===== src/rtl/quad_avg_pkg.sv =====
package quad_avg_pkg;

  typedef enum logic [1:0] {
    SEL_B   = 2'd0,
    SEL_C   = 2'd1,
    SEL_D   = 2'd2,
    SEL_RND = 2'd3
  } addSel_t;

  typedef enum logic [2:0] {
    ST_IDLE = 3'd0,
    ST_ADDB = 3'd1,
    ST_ADDC = 3'd2,
    ST_ADDD = 3'd3,
    ST_RND  = 3'd4
  } avgState_t;

  typedef struct packed {
    logic    loadOps;
    logic    accWrite;
    logic    resWrite;
    addSel_t sel;
  } ctrlStrobes_t;

endpackage


===== src/rtl/quad_avg_ctrl.sv =====
module quad_avg_ctrl
  import quad_avg_pkg::*;
(
  input  logic         clk,
  input  logic         rst,
  input  logic         start,
  output ctrlStrobes_t strobes,
  output logic         ready
);

  avgState_t state, nextState;

  always_ff @(posedge clk) begin
    if (rst) state <= ST_IDLE;
    else     state <= nextState;
  end

  always_comb begin
    nextState = state;
    strobes   = '{loadOps: 1'b0, accWrite: 1'b0, resWrite: 1'b0, sel: SEL_B};
    unique case (state)
      ST_IDLE: begin
        if (start) begin
          strobes.loadOps = 1'b1;
          nextState       = ST_ADDB;
        end
      end
      ST_ADDB: begin
        strobes.accWrite = 1'b1;
        strobes.sel      = SEL_B;
        nextState        = ST_ADDC;
      end
      ST_ADDC: begin
        strobes.accWrite = 1'b1;
        strobes.sel      = SEL_C;
        nextState        = ST_ADDD;
      end
      ST_ADDD: begin
        strobes.accWrite = 1'b1;
        strobes.sel      = SEL_D;
        nextState        = ST_RND;
      end
      ST_RND: begin
        strobes.resWrite = 1'b1;
        strobes.sel      = SEL_RND;
        nextState        = ST_IDLE;
      end
      default: nextState = ST_IDLE;
    endcase
  end

  assign ready = (state == ST_IDLE);

endmodule


===== src/rtl/quad_avg_dpath.sv =====
module quad_avg_dpath
  import quad_avg_pkg::*;
#(
  parameter int DATA_W = 8
) (
  input  logic              clk,
  input  logic              rst,
  input  ctrlStrobes_t      strobes,
  input  logic [DATA_W-1:0] inA,
  input  logic [DATA_W-1:0] inB,
  input  logic [DATA_W-1:0] inC,
  input  logic [DATA_W-1:0] inD,
  output logic [DATA_W-1:0] result
);

  localparam int SUM_W    = DATA_W + 2;
  localparam int SHIFT    = 3;
  localparam int N_HELD   = 3;

  logic [DATA_W-1:0] heldOp [N_HELD];
  logic [DATA_W-1:0] newOp  [N_HELD];
  logic [SUM_W-1:0]  acc;
  logic [SUM_W-1:0]  addX, addY, addOut;
  logic [DATA_W-1:0] resReg;

  assign newOp[0] = inB;
  assign newOp[1] = inC;
  assign newOp[2] = inD;

  for (genvar gi = 0; gi < N_HELD; gi++) begin : g_held
    always_ff @(posedge clk) begin
      if (rst)                  heldOp[gi] <= '0;
      else if (strobes.loadOps) heldOp[gi] <= newOp[gi];
    end
  end

  always_comb begin
    addX = acc;
    addY = '0;
    unique case (strobes.sel)
      SEL_B:   addY = SUM_W'(heldOp[0]);
      SEL_C:   addY = SUM_W'(heldOp[1]);
      SEL_D:   addY = SUM_W'(heldOp[2]);
      SEL_RND: begin
        addX = acc >> SHIFT;
        addY = SUM_W'(acc[SHIFT-1]);
      end
      default: addY = '0;
    endcase
  end

  assign addOut = addX + addY;

  always_ff @(posedge clk) begin
    if (rst) begin
      acc    <= '0;
      resReg <= '0;
    end else begin
      if (strobes.loadOps)       acc    <= SUM_W'(inA);
      else if (strobes.accWrite) acc    <= addOut;
      if (strobes.resWrite)      resReg <= addOut[DATA_W-1:0];
    end
  end

  assign result = resReg;

endmodule


===== src/rtl/quad_avg.sv =====
module quad_avg
  import quad_avg_pkg::*;
#(
  parameter int DATA_W = 8
) (
  input  logic              clk,
  input  logic              rst,
  input  logic              start,
  input  logic [DATA_W-1:0] inA,
  input  logic [DATA_W-1:0] inB,
  input  logic [DATA_W-1:0] inC,
  input  logic [DATA_W-1:0] inD,
  output logic [DATA_W-1:0] result,
  output logic              ready
);

  ctrlStrobes_t strobes;

  quad_avg_ctrl u_ctrl (
    .clk     (clk),
    .rst     (rst),
    .start   (start),
    .strobes (strobes),
    .ready   (ready)
  );

  quad_avg_dpath #(.DATA_W(DATA_W)) u_dpath (
    .clk     (clk),
    .rst     (rst),
    .strobes (strobes),
    .inA     (inA),
    .inB     (inB),
    .inC     (inC),
    .inD     (inD),
    .result  (result)
  );

endmodule


===== config.mk =====
export PLATFORM = sky130hd
export DESIGN_NAME = quad_avg
export DESIGN_NICKNAME = d
export VERILOG_FILES = /design/src/rtl/quad_avg_pkg.sv /design/src/rtl/quad_avg_ctrl.sv /design/src/rtl/quad_avg_dpath.sv /design/src/rtl/quad_avg.sv
export SDC_FILE = /design/constraint.sdc
export NUM_CORES = 1
export LEC_CHECK = 0
export BUFFER_PORTS_ARGS = -buffer_cell sky130_fd_sc_hd__buf_4
export CORE_MARGIN = 1.5
export CORE_UTILIZATION = 40
export CTS_CLUSTER_SIZE = 24
export DETAILED_ROUTE_END_ITERATION = 8
export GPL_TIMING_DRIVEN = 1
export SKIP_LAST_GASP = 1
export SLEW_MARGIN = 10
export SYNTH_ARGS = -nofsm -noshare
export SYNTH_HDL_FRONTEND = slang
export SYNTH_HIERARCHICAL = 1
export SYNTH_SLANG_ARGS = --single-unit

===== constraint.sdc =====
create_clock -name clk -period 3.1 [get_ports clk]
set_clock_uncertainty 0.2 [all_clocks]
set_input_delay 0.62 -clock clk [delete_from_list [all_inputs] [get_ports clk]]
set_output_delay 0.62 -clock clk [all_outputs]
set_load 0.01 [all_outputs]

==> results of run 1 <==
metal layers:
metal	GRT usage (%)	vias to the layer above	routed length, µm	part of all wire, %
met1	22.7	920	2530	48
met2	25.6	37	2490	47
met5	0	-	0	0
met3	3.96	9	207	3.9
met4	5.59	0	90	1.7
li1	-	1020	-	-
area by class of cell:
type,count,area [µm²],share of cell area (%)
multi-input combinational,183,1340,42.1
sequential,45,1140,36.1
timing repair buffer,63,477,15.0
tap,75,93.8,2.96
clock buffer,7,76.3,2.40
inverter,10,37.5,1.18
clock inverter,1,7.51,0.237
cells by family (layout without fill, tap and decap cells):
logic type	count (synthesis)	after routing	share of synthesized area [%]
AO/OA/AOI/OAI	51	51	13.4
XOR/XNOR	2	2	0.695
adder cells (fa/ha/maj)	9	9	4.77
buffers and inverters	23	81	4.67
flip-flops	45	45	45.3
multiplexers	24	24	10.4
AND/OR/NAND/NOR	97	97	20.8
cells in the final DEF (no fill, tap or decap), types with 2 or more instances in the layout:
| cell | netlist | final |
|---|---|---|
| o21ai_0 | 15 | 13 |
| edfxtp_1 | 24 | 24 |
| a21o_1 | 2 | 2 |
| mux2_2 | 7 | 7 |
| nand2_1 | 15 | 14 |
| dfxtp_1 | 21 | 18 |
| nor2_1 | 25 | 25 |
| dfxtp_2 | 0 | 3 |
| nand2b_4 | 0 | 2 |
| o21ai_1 | 1 | 2 |
| mux2i_1 | 16 | 15 |
| a221oi_1 | 4 | 3 |
| nor3_2 | 2 | 2 |
| ha_1 | 8 | 7 |
| inv_1 | 10 | 10 |
| a21oi_1 | 11 | 10 |
| clkbuf_8 | 1 | 5 |
| and2_1 | 27 | 27 |
| or4_1 | 2 | 2 |
| nand2b_1 | 6 | 4 |
| xnor2_1 | 2 | 2 |
| nor3b_1 | 3 | 3 |
| a211oi_1 | 6 | 6 |
| nor2b_1 | 5 | 4 |
| nor3_1 | 6 | 6 |
| buf_4 | 1 | 62 |
| clkbuf_1 | 7 | 2 |
worst max path at each step:
| stage | startpoint | endpoint |
|---|---|---|
| finish | u_ctrl/state[1] | u_dpath/acc[6] |
| global route | u_ctrl/state[1] | u_dpath/acc[4] |
| CTS | u_ctrl/state[1] | u_dpath/acc[6] |
| detailed placement | u_ctrl/state[1] | u_dpath/acc[6] |
| global placement | u_ctrl/state[1] | u_dpath/acc[8] |
| floorplan | u_ctrl/state[1] | u_dpath/acc[6] |
worst max-delay path: cells and delay by family, from the launching register on:
kind	cells	cell delay (ns)
multiplexers	3	0.86
AO/OA/AOI/OAI	3	0.67
adder cells (fa/ha/maj)	2	0.39
flip-flops	1	0.35
AND/OR/NAND/NOR	2	0.23
buffers and inverters	2	0.21
power by group through the flow:
stage	Sequential (mW)	Combinational [mW]	Clock [mW]
floorplan	0.722	0.323	0
CTS	0.719	0.469	0.367
finish	0.722	0.496	0.355
global route	0.728	0.548	0.392
detailed placement	0.732	0.465	0
global placement	0.732	0.464	0
stage by stage:
| step | cells | power, mW |
|---|---|---|
| finish | 384 | 1.57 |
| global route | 384 | 1.67 |
| CTS | 384 | 1.55 |
| detailed placement | 376 | 1.20 |
| global placement | 376 | 1.20 |
| floorplan | 251 | 1.04 |
state kept, by name (all words and copies together), names as in the netlist:
name            flops
u_dpath/heldOp     24
u_dpath/acc        10
u_dpath/result      8
u_ctrl/state        3
repair_timing:
| action | CTS | global route |
|---|---|---|
| resized for setup | 1 | 20 |
| pin swaps | 0 | 2 |
| hold buffers | 0 | 0 |
| endpoints found under the setup margin | 2 | 8 |
| hold endpoints to repair | 0 | 0 |
| setup buffers | 0 | 0 |
==> reports/results.txt, run 1 <==
Outcome - completed
Required time worst endpoint - 3.11 ns
Mean post-synth cell area - 10.0 µm²
CP max stage delay - 0.49 ns
Hold crit path type - register to register
Die height - 82.4 µm
Syn Inst Count - 251
Reg2reg start - u_ctrl/state[1]
Setup TNS Final - 0 ns
Share of total power in the clock network - 22.6%
Slowest cell on crit path - mux4_2
Top cell type's share of synthesized area - 28.6%
Initial Utilization - 42.1%
Top-count cell post-synth - and2_1
Total Nets Final - 352
Switching share of power - 31.1%
Pin count of the biggest net entering global routing - 26
Number of antenna diodes - 0
Post-layout min period - 2.99 ns
Overall routing resource usage - 16.6%
Worst-path cell chain - nand2b_4 -> mux2i_4 -> buf_6 -> mux4_2 -> ha_2 -> inv_1 -> fa_2 -> nor2b_1 -> o31a_1 -> mux2i_1 -> o21ai_1 -> a221oi_2
Largest area contributor in the netlist - edfxtp_1
Sequential power share - 45.9%
Max Freq - 0.334 GHz
Area contributors post-synth - edfxtp_1, dfxtp_1, and2_1
Depth of the most critical reg-to-reg path - 12
Routability cong. - 0.895
Kind of critical path - register to register
I/O Pins - 44
Fin Hold WS - 0.278 ns
Area after DPL - 3010 µm²
Antenna Nets Post-Route - 0
Worst slack, placed - -0.0374 ns
Cell variety after synth - 47
Core Rows - 28
Routed wire per std cell - 13.8 µm
Number of synthesized flops with an enable pin - 24
Clock Pin Slew Worst Setup and Hold Paths - 0.08 ns
GRT overflow - 0
Period utilisation layout - 96.5%
Top post-synthesis cells by count - and2_1, nor2_1, edfxtp_1
Synth Warn # - 6
DRC Markers - 0
Power Density - 496 nW/µm²
Post-DP HPWL - 4020 µm
Relative slew slack - 74.6%
Fill count - 572
Switching Power - 0.489 mW
TritonCTS clock tree - yes
Drt first pass iters - 4
Die area - 6780 µm²
Leak - 1.30 nW
Syn Std Cell Area - 2520 µm²
Worst-skew pair later-pin latency - 0.30 ns
Hold EP - u_dpath/result[6]
Area Overhead vs Synth - 26.0%
Critical path capture point type - register
Share of layout cells above drive strength 1 - 31.1%
Int Pwr - 1.08 mW
First-pass GRT wire length - 8450 µm
Via count - 1986
Port Buffers - 43
Reg2reg setup slack - 0.11 ns
Slew @ Worst Pin - 0.378 ns
Depth of the CTS H-tree - 2
Sink Count - 45
Clock root buffer master - clkbuf_8
Comb pwr share - 31.5%
Hold depth - 2
Vias in the first global route - 1774
Crit-path max FO - 4
Final Util - 53.0%
Die width - 82.4 µm
Final count of negative-setup-slack endpoints - 0
Slew Viols, Final - 0
Fin. Hold Viols - 0
VDD IR max - 0.000278 V
Post-Route WL - 5310 µm
Initial antenna violation count - 0
Clock Tree Buf Depth - 2
Worst Setup Start Kind - register
Mapped Nets - 295
Max-Cap Viols - 0
DR vias/cell - 5.17
Final worst setup slack - 0.109 ns
Hold Crit Start - u_dpath/result[6]
RSZ-0062 raised after global routing - yes
Final instance area - 3170 µm²
DR iter-0 viols - 72
R2R Path End - u_dpath/acc[6]
Seq/Total Area, Yosys - 45.3%
Core footprint - 5990 µm²
Ys flop type - edfxtp_1
Num CTS Buffers - 5
Critical path arrival - 3.00 ns
Seq cells post-synth - 45
Asr flop ratio synth - 0%
Power figures use the tool's default switching activity.
==> run 2: changes to the inputs <==
--- a/config.mk
+++ b/config.mk
@@ -6,7 +6,6 @@
 export NUM_CORES = 1
 export LEC_CHECK = 0
 export BUFFER_PORTS_ARGS = -buffer_cell sky130_fd_sc_hd__buf_4
-export CORE_MARGIN = 1.5
 export CORE_UTILIZATION = 40
 export CTS_CLUSTER_SIZE = 24
 export DETAILED_ROUTE_END_ITERATION = 8
==> run 2 against run 1 <==
Net effect:
- global-route usage is 0.73 points higher
- sequential cell count unchanged
- core utilization is 2.1 points higher
- highest routed layer unchanged
- worst hold slack worse by 0.0041 ns
- setup slack better by 0.039 ns
- routed wire length increased by 0.41%
- sequential power about the same
- final cell count increased by 3.1%
- critical path depth is the same
==> reports/results.txt, run 2 (synthesized netlist as in run 1, its figures left out) <==
Crit-path max FO - 3 (-1)
Clock Tree Buf Depth - 2 (unchanged)
Hold depth - 2 (unchanged)
Core Rows - 28 (unchanged)
Total Nets Final - 364 (+3.4%)
Vias in the first global route - 1850 (+4.3%)
Worst-path cell chain - nand2b_4 -> mux2i_4 -> buf_6 -> mux4_2 -> ha_4 -> inv_1 -> fa_2 -> nor2b_2 -> o31a_1 -> a21oi_1 -> nand2_1 -> a221oi_1
Worst-skew pair later-pin latency - 0.30 ns (about the same)
Required time worst endpoint - 3.11 ns (about the same)
Clock root buffer master - clkbuf_8
First-pass GRT wire length - 8610 µm (+1.9%)
Slew @ Worst Pin - 0.465 ns (+0.0873 ns)
Depth of the most critical reg-to-reg path - 12 (unchanged)
Relative slew slack - 69.0% (-5.7 points)
Fin Hold WS - 0.274 ns (-0.00409 ns)
Most frequent cells in the layout - buf_4, and2_1, nor2_1
Die height - 81.4 µm (-1.2%)
Antenna Nets Post-Route - 0 (unchanged)
Hold Crit Start - u_dpath/result[6]
Initial antenna violation count - 0 (unchanged)
Leak - 1.38 nW (+5.7%)
DRC Markers - 0 (unchanged)
Routed wire per std cell - 13.5 µm (-2.6%)
Pin count of the biggest net entering global routing - 26 (unchanged)
Outcome - completed
Max-Cap Viols - 0 (unchanged)
Sequential cell area - 1150 µm² (+0.22%)
Via count - 2039 (+2.7%)
Post-Route WL - 5340 µm (+0.41%)
Die area - 6620 µm² (-2.4%)
Hold crit path type - register to register
Area Overhead vs Synth - 30.9%
Switching Power - 0.493 mW (+0.92%)
Final count of negative-setup-slack endpoints - 0 (unchanged)
Routability cong. - 0.850 (-5.0%)
Power Density - 511 nW/µm² (+3.0%)
Final worst setup slack - 0.149 ns (+0.0394 ns)
Clock Pin Slew Worst Setup and Hold Paths - 0.09 ns (about the same)
Worst Setup Start Kind - register
Switching share of power - 29.3% (-1.8 points)
Worst slack, placed - -0.0439 ns (-0.00650 ns)
CP max stage delay - 0.53 ns (+0.04 ns)
WP depth - 12 (unchanged)
Placed cell count - 384 (+2.1%)
Finished Layout Cells - 396 (+3.1%)
Depth of the CTS H-tree - 2 (unchanged)
Share of layout cells above drive strength 1 - 33.6% (+2.6 points)
Overall routing resource usage - 17.3% (+0.73 points)
Slew Viols, Final - 0 (unchanged)
Initial Utilization - 42.1% (unchanged)
Crit path max-delay family - compound AO/OA/AOI/OAI gates
Drt first pass iters - 4 (unchanged)
Num CTS Buffers - 5 (unchanged)
Critical path capture point type - register
Max Freq - 0.339 GHz (+1.3%)
I/O Pins - 44 (unchanged)
VDD IR max - 0.000228 V (-18%)
Port Buffers - 43 (unchanged)
Die width - 81.4 µm (-1.2%)
Bufs and invs on worst path - 2 (unchanged)
DR vias/cell - 5.15 (-0.44%)
Sink Count - 45 (unchanged)
RSZ-0062 raised after global routing - yes
Commonest non-fill, non-tap cell in the layout - buf_4
Sequential power share - 42.9% (-3.0 points)
TritonCTS clock tree - yes
GRT overflow - 0 (unchanged)
Post-layout min period - 2.95 ns (-0.0394 ns)
Fill count - 545 (-4.7%)
Multi-input gate area - 1330 µm² (-0.56%)
Setup TNS Final - 0 ns (unchanged)
Number of antenna diodes - 0 (unchanged)
Comb pwr share - 30.4% (-1.1 points)
Critical path arrival - 2.96 ns (-0.04 ns)
Core footprint - 5990 µm² (unchanged)
Kind of critical path - register to register
Share of total power in the clock network - 26.7% (+4.1 points)
Fin. Hold Viols - 0 (unchanged)
Reg2reg start - u_ctrl/state[1]
Int Pwr - 1.19 mW (+9.8%)
Period utilisation layout - 95.2% (-1.3 points)
Crit. Startpoint - u_ctrl/state[1]
Post-DP HPWL - 4000 µm (-0.34%)
Most flop-heavy register - u_dpath/heldOp
DR iter-0 viols - 94 (+31%)
Slowest cell on crit path - mux4_2
Max reg flops - 24 (unchanged)
run 2: final cells by class:
class                   count  share of cell area (%)
inverters                  10                    1.14
clock buffers               5                    2.09
multi-input cells         183                    40.3
repair buffers             75                    17.4
clock inverters             3                    1.40
well taps                  75                    2.85
flip-flops and latches     45                    34.8
run 2: final timing paths:
path	end	slack, ns
max	u_dpath/acc[4]	0.15
min	u_dpath/result[6]	0.27
max reg2reg	u_dpath/acc[4]	0.15
min reg2reg	u_dpath/result[6]	0.27
run 2: timing repair:
item                       4_1_cts  5_1_grt
buffers inserted                 1        3
gates resized for setup         13        7
hold buffers                     0        0
pin swaps                        4        3
setup endpoints to repair        4        7
run 2: power by group through the flow:
stage / Combinational, mW / Clock [mW] / Sequential, mW
4_1_cts: 0.502 / 0.460 / 0.721
5_1_grt: 0.566 / 0.490 / 0.729
3_5_place_dp: 0.484 / 0 / 0.733
2_1_floorplan: 0.323 / 0 / 0.722
6_report: 0.512 / 0.450 / 0.722
3_3_place_gp: 0.481 / 0 / 0.732
run 2: worst min-delay path, cell delays in order, from the launching register on:
cell      delay (ns)
dfxtp_1         0.32
nand2b_1        0.06
a21oi_1         0.05
run 2: stage by stage:
stage               util, %  power (mW)  area, µm²
CTS                    54.1        1.68       3240
floorplan                 -        1.04       2520
detailed placement     51.2        1.22       3070
global placement       51.2        1.21       3070
global route           55.1        1.79       3300
finish                 55.1        1.68       3300
run 2: per-layer routing:
layer  part of all wire [%]  global-route usage [%]
met2                     47                    27.1
met1                     47                    23.8
met3                    3.8                    3.48
met5                      0                       0
met4                    1.4                    5.36
==> run 3: changes to the inputs <==
--- a/config.mk
+++ b/config.mk
@@ -10,6 +10,7 @@
 export CTS_CLUSTER_SIZE = 24
 export DETAILED_ROUTE_END_ITERATION = 8
 export GPL_TIMING_DRIVEN = 1
+export MAX_ROUTING_LAYER = met4
 export SKIP_LAST_GASP = 1
 export SLEW_MARGIN = 10
 export SYNTH_ARGS = -nofsm -noshare
==> run 3 against run 2 <==
Net effect:
- sequential cell count did not move
- global-route usage rose by 0.53 points
- final cell count stayed put
- first-iteration DRC count rose by 2.1%
- power fell by 0.10%
- maximum frequency shrank 0.77%
- critical path depth unchanged
- critical endpoint unchanged
- largest power group unchanged
==> reports/results.txt, run 3 (synthesized netlist as in run 1, its figures left out) <==
Outcome - completed
Routability cong. - 0.864 (+1.6%)
CP max stage delay - 0.53 ns (about the same)
First-pass GRT wire length - 8610 µm (unchanged)
TritonCTS clock tree - yes
Number of antenna diodes - 0 (unchanged)
DRC Markers - 0 (unchanged)
Hold Crit Start - u_dpath/result[6]
Initial Utilization - 42.1% (unchanged)
DR vias/cell - 5.15 (about the same)
Worst slack, placed - -0.0439 ns (unchanged)
Antenna Nets Post-Route - 0 (unchanged)
Required time worst endpoint - 3.11 ns (about the same)
Worst-path cell chain - nand2b_4 -> mux2i_4 -> buf_6 -> mux4_2 -> ha_4 -> inv_1 -> fa_2 -> nor2b_2 -> o31a_1 -> a21oi_1 -> nand2_1 -> a221oi_1
Clock Tree Buf Depth - 2 (unchanged)
Critical path arrival - 2.98 ns (+0.02 ns)
Drt first pass iters - 4 (unchanged)
Vias in the first global route - 1851 (+0.054%)
Area Overhead vs Synth - 30.9% (unchanged)
Final count of negative-setup-slack endpoints - 0 (unchanged)
Post-DP HPWL - 4000 µm (unchanged)
Pin count of the biggest net entering global routing - 26 (unchanged)
Worst Setup Start Kind - register
Fin Hold WS - 0.276 ns (+0.00213 ns)
Core footprint - 5990 µm² (unchanged)
Initial antenna violation count - 0 (unchanged)
Post-layout min period - 2.97 ns (+0.0228 ns)
Die height - 81.4 µm (unchanged)
Crit-path max FO - 3 (unchanged)
Setup TNS Final - 0 ns (unchanged)
Kind of critical path - register to register
Reg2reg setup slack - 0.13 ns (-0.02 ns)
Share of layout cells above drive strength 1 - 33.6% (unchanged)
Max Freq - 0.336 GHz (-0.77%)
Fill count - 545 (unchanged)
Clock Pin Slew Worst Setup and Hold Paths - 0.08 ns (about the same)
Slew @ Worst Pin - 0.465 ns (-0.000318 ns)
R2R Path End - u_dpath/acc[4]
Slew Viols, Final - 0 (unchanged)
Via count - 2038 (-0.049%)
Slowest cell on crit path - mux4_2
Hold depth - 2 (unchanged)
Finished Layout Cells - 396 (unchanged)
Core Rows - 28 (unchanged)
Final worst setup slack - 0.126 ns (-0.0228 ns)
Hold crit path type - register to register
Leak - 1.38 nW (unchanged)
VDD IR max - 0.000228 V (about the same)
Num CTS Buffers - 5 (unchanged)
Fin. Hold Viols - 0 (unchanged)
Depth of the CTS H-tree - 2 (unchanged)
Placed cell count - 384 (unchanged)
Hold EP - u_dpath/result[6]
Period utilisation layout - 95.9% (+0.74 points)
Relative slew slack - 69.0% (about the same)
Commonest non-fill, non-tap cell in the layout - buf_4
Most frequent cells in the layout - buf_4, and2_1, nor2_1
Port Buffers - 43 (unchanged)
Reg2reg start - u_ctrl/state[1]
Clock root buffer master - clkbuf_8
Critical path capture point type - register
Worst-skew pair later-pin latency - 0.30 ns (about the same)
Sink Count - 45 (unchanged)
Overall routing resource usage - 17.8% (+0.53 points)
Max reg flops - 24 (unchanged)
Die width - 81.4 µm (unchanged)
Total Nets Final - 364 (unchanged)
I/O Pins - 44 (unchanged)
DR iter-0 viols - 96 (+2.1%)
Max-Cap Viols - 0 (unchanged)
Tot Pwr - 1.68 mW (-0.10%)
Routed wire per std cell - 13.5 µm (about the same)
Most flop-heavy register - u_dpath/heldOp
Power Density - 510 nW/µm² (-0.10%)
RSZ-0062 raised after global routing - yes
Depth of the most critical reg-to-reg path - 12 (unchanged)
Post-Route WL - 5330 µm (about the same)
Die area - 6620 µm² (unchanged)
GRT overflow - 0 (unchanged)
[run 3: final cells by class]
| type | count | area, µm² | area share [%] |
|---|---|---|---|
| tap | 75 | 93.8 | 2.85 |
| clock inverter | 3 | 46.3 | 1.40 |
| timing repair buffer | 75 | 574 | 17.4 |
| inverter | 10 | 37.5 | 1.14 |
| sequential | 45 | 1150 | 34.8 |
| multi-input combinational | 183 | 1330 | 40.3 |
| clock buffer | 5 | 68.8 | 2.09 |
[run 3: metrics by stage]
| step | util, % | area (µm²) |
|---|---|---|
| after floorplan | - | 2520 |
| after global placement | 51.2 | 3070 |
| after detailed placement | 51.2 | 3070 |
| after CTS | 54.1 | 3240 |
| after global routing | 55.1 | 3300 |
| final | 55.1 | 3300 |
[run 3: report_power, final]
group / internal, mW / leakage (nW) / switching (mW) / total, mW
clock network: 0.241 / 0.0543 / 0.207 / 0.449
logic: 0.260 / 0.891 / 0.252 / 0.512
registers: 0.690 / 0.431 / 0.0318 / 0.722
total: 1.19 / 1.38 / 0.491 / 1.68
[run 3: how the worst max path moves through the flow]
stage                    start              to  cells past startpoint  slack [ns]
6_report       u_ctrl/state[1]  u_dpath/acc[4]                     12        0.13
5_1_grt        u_ctrl/state[1]  u_dpath/acc[6]                     13       -0.01
3_3_place_gp   u_ctrl/state[1]  u_dpath/acc[6]                     13     -0.0002
2_1_floorplan  u_ctrl/state[1]  u_dpath/acc[6]                     12        0.01
3_5_place_dp   u_ctrl/state[1]  u_dpath/acc[8]                     12       -0.04
4_1_cts        u_ctrl/state[1]  u_dpath/acc[6]                     12        0.01
[run 3: what timing repair did]
action	4_1_cts	5_1_grt
cloned	0	0
hold buffers	0	0
pin swaps	4	3
hold endpoints to repair	0	0
buffers inserted	1	3
setup endpoints to repair	4	7
gates resized for setup	13	7
[run 3: worst max-delay path, delay by kind of cell (launching register included)]
kind / cells / cell delay, ns
compound gates: 3 / 0.75
mux: 2 / 0.69
buf+inv: 2 / 0.21
simple gates: 3 / 0.30
flops: 1 / 0.35
fa+ha+maj: 2 / 0.39
[run 3: per-layer routing]
metal  part of all wire (%)  global-route usage [%]  routed length (µm)
met1                     47                    24.0                2500
met2                     48                    27.0                2550
met5                      0                       -                   0
met3                    3.9                    3.48                 207
met4                    1.4                    5.36                  73
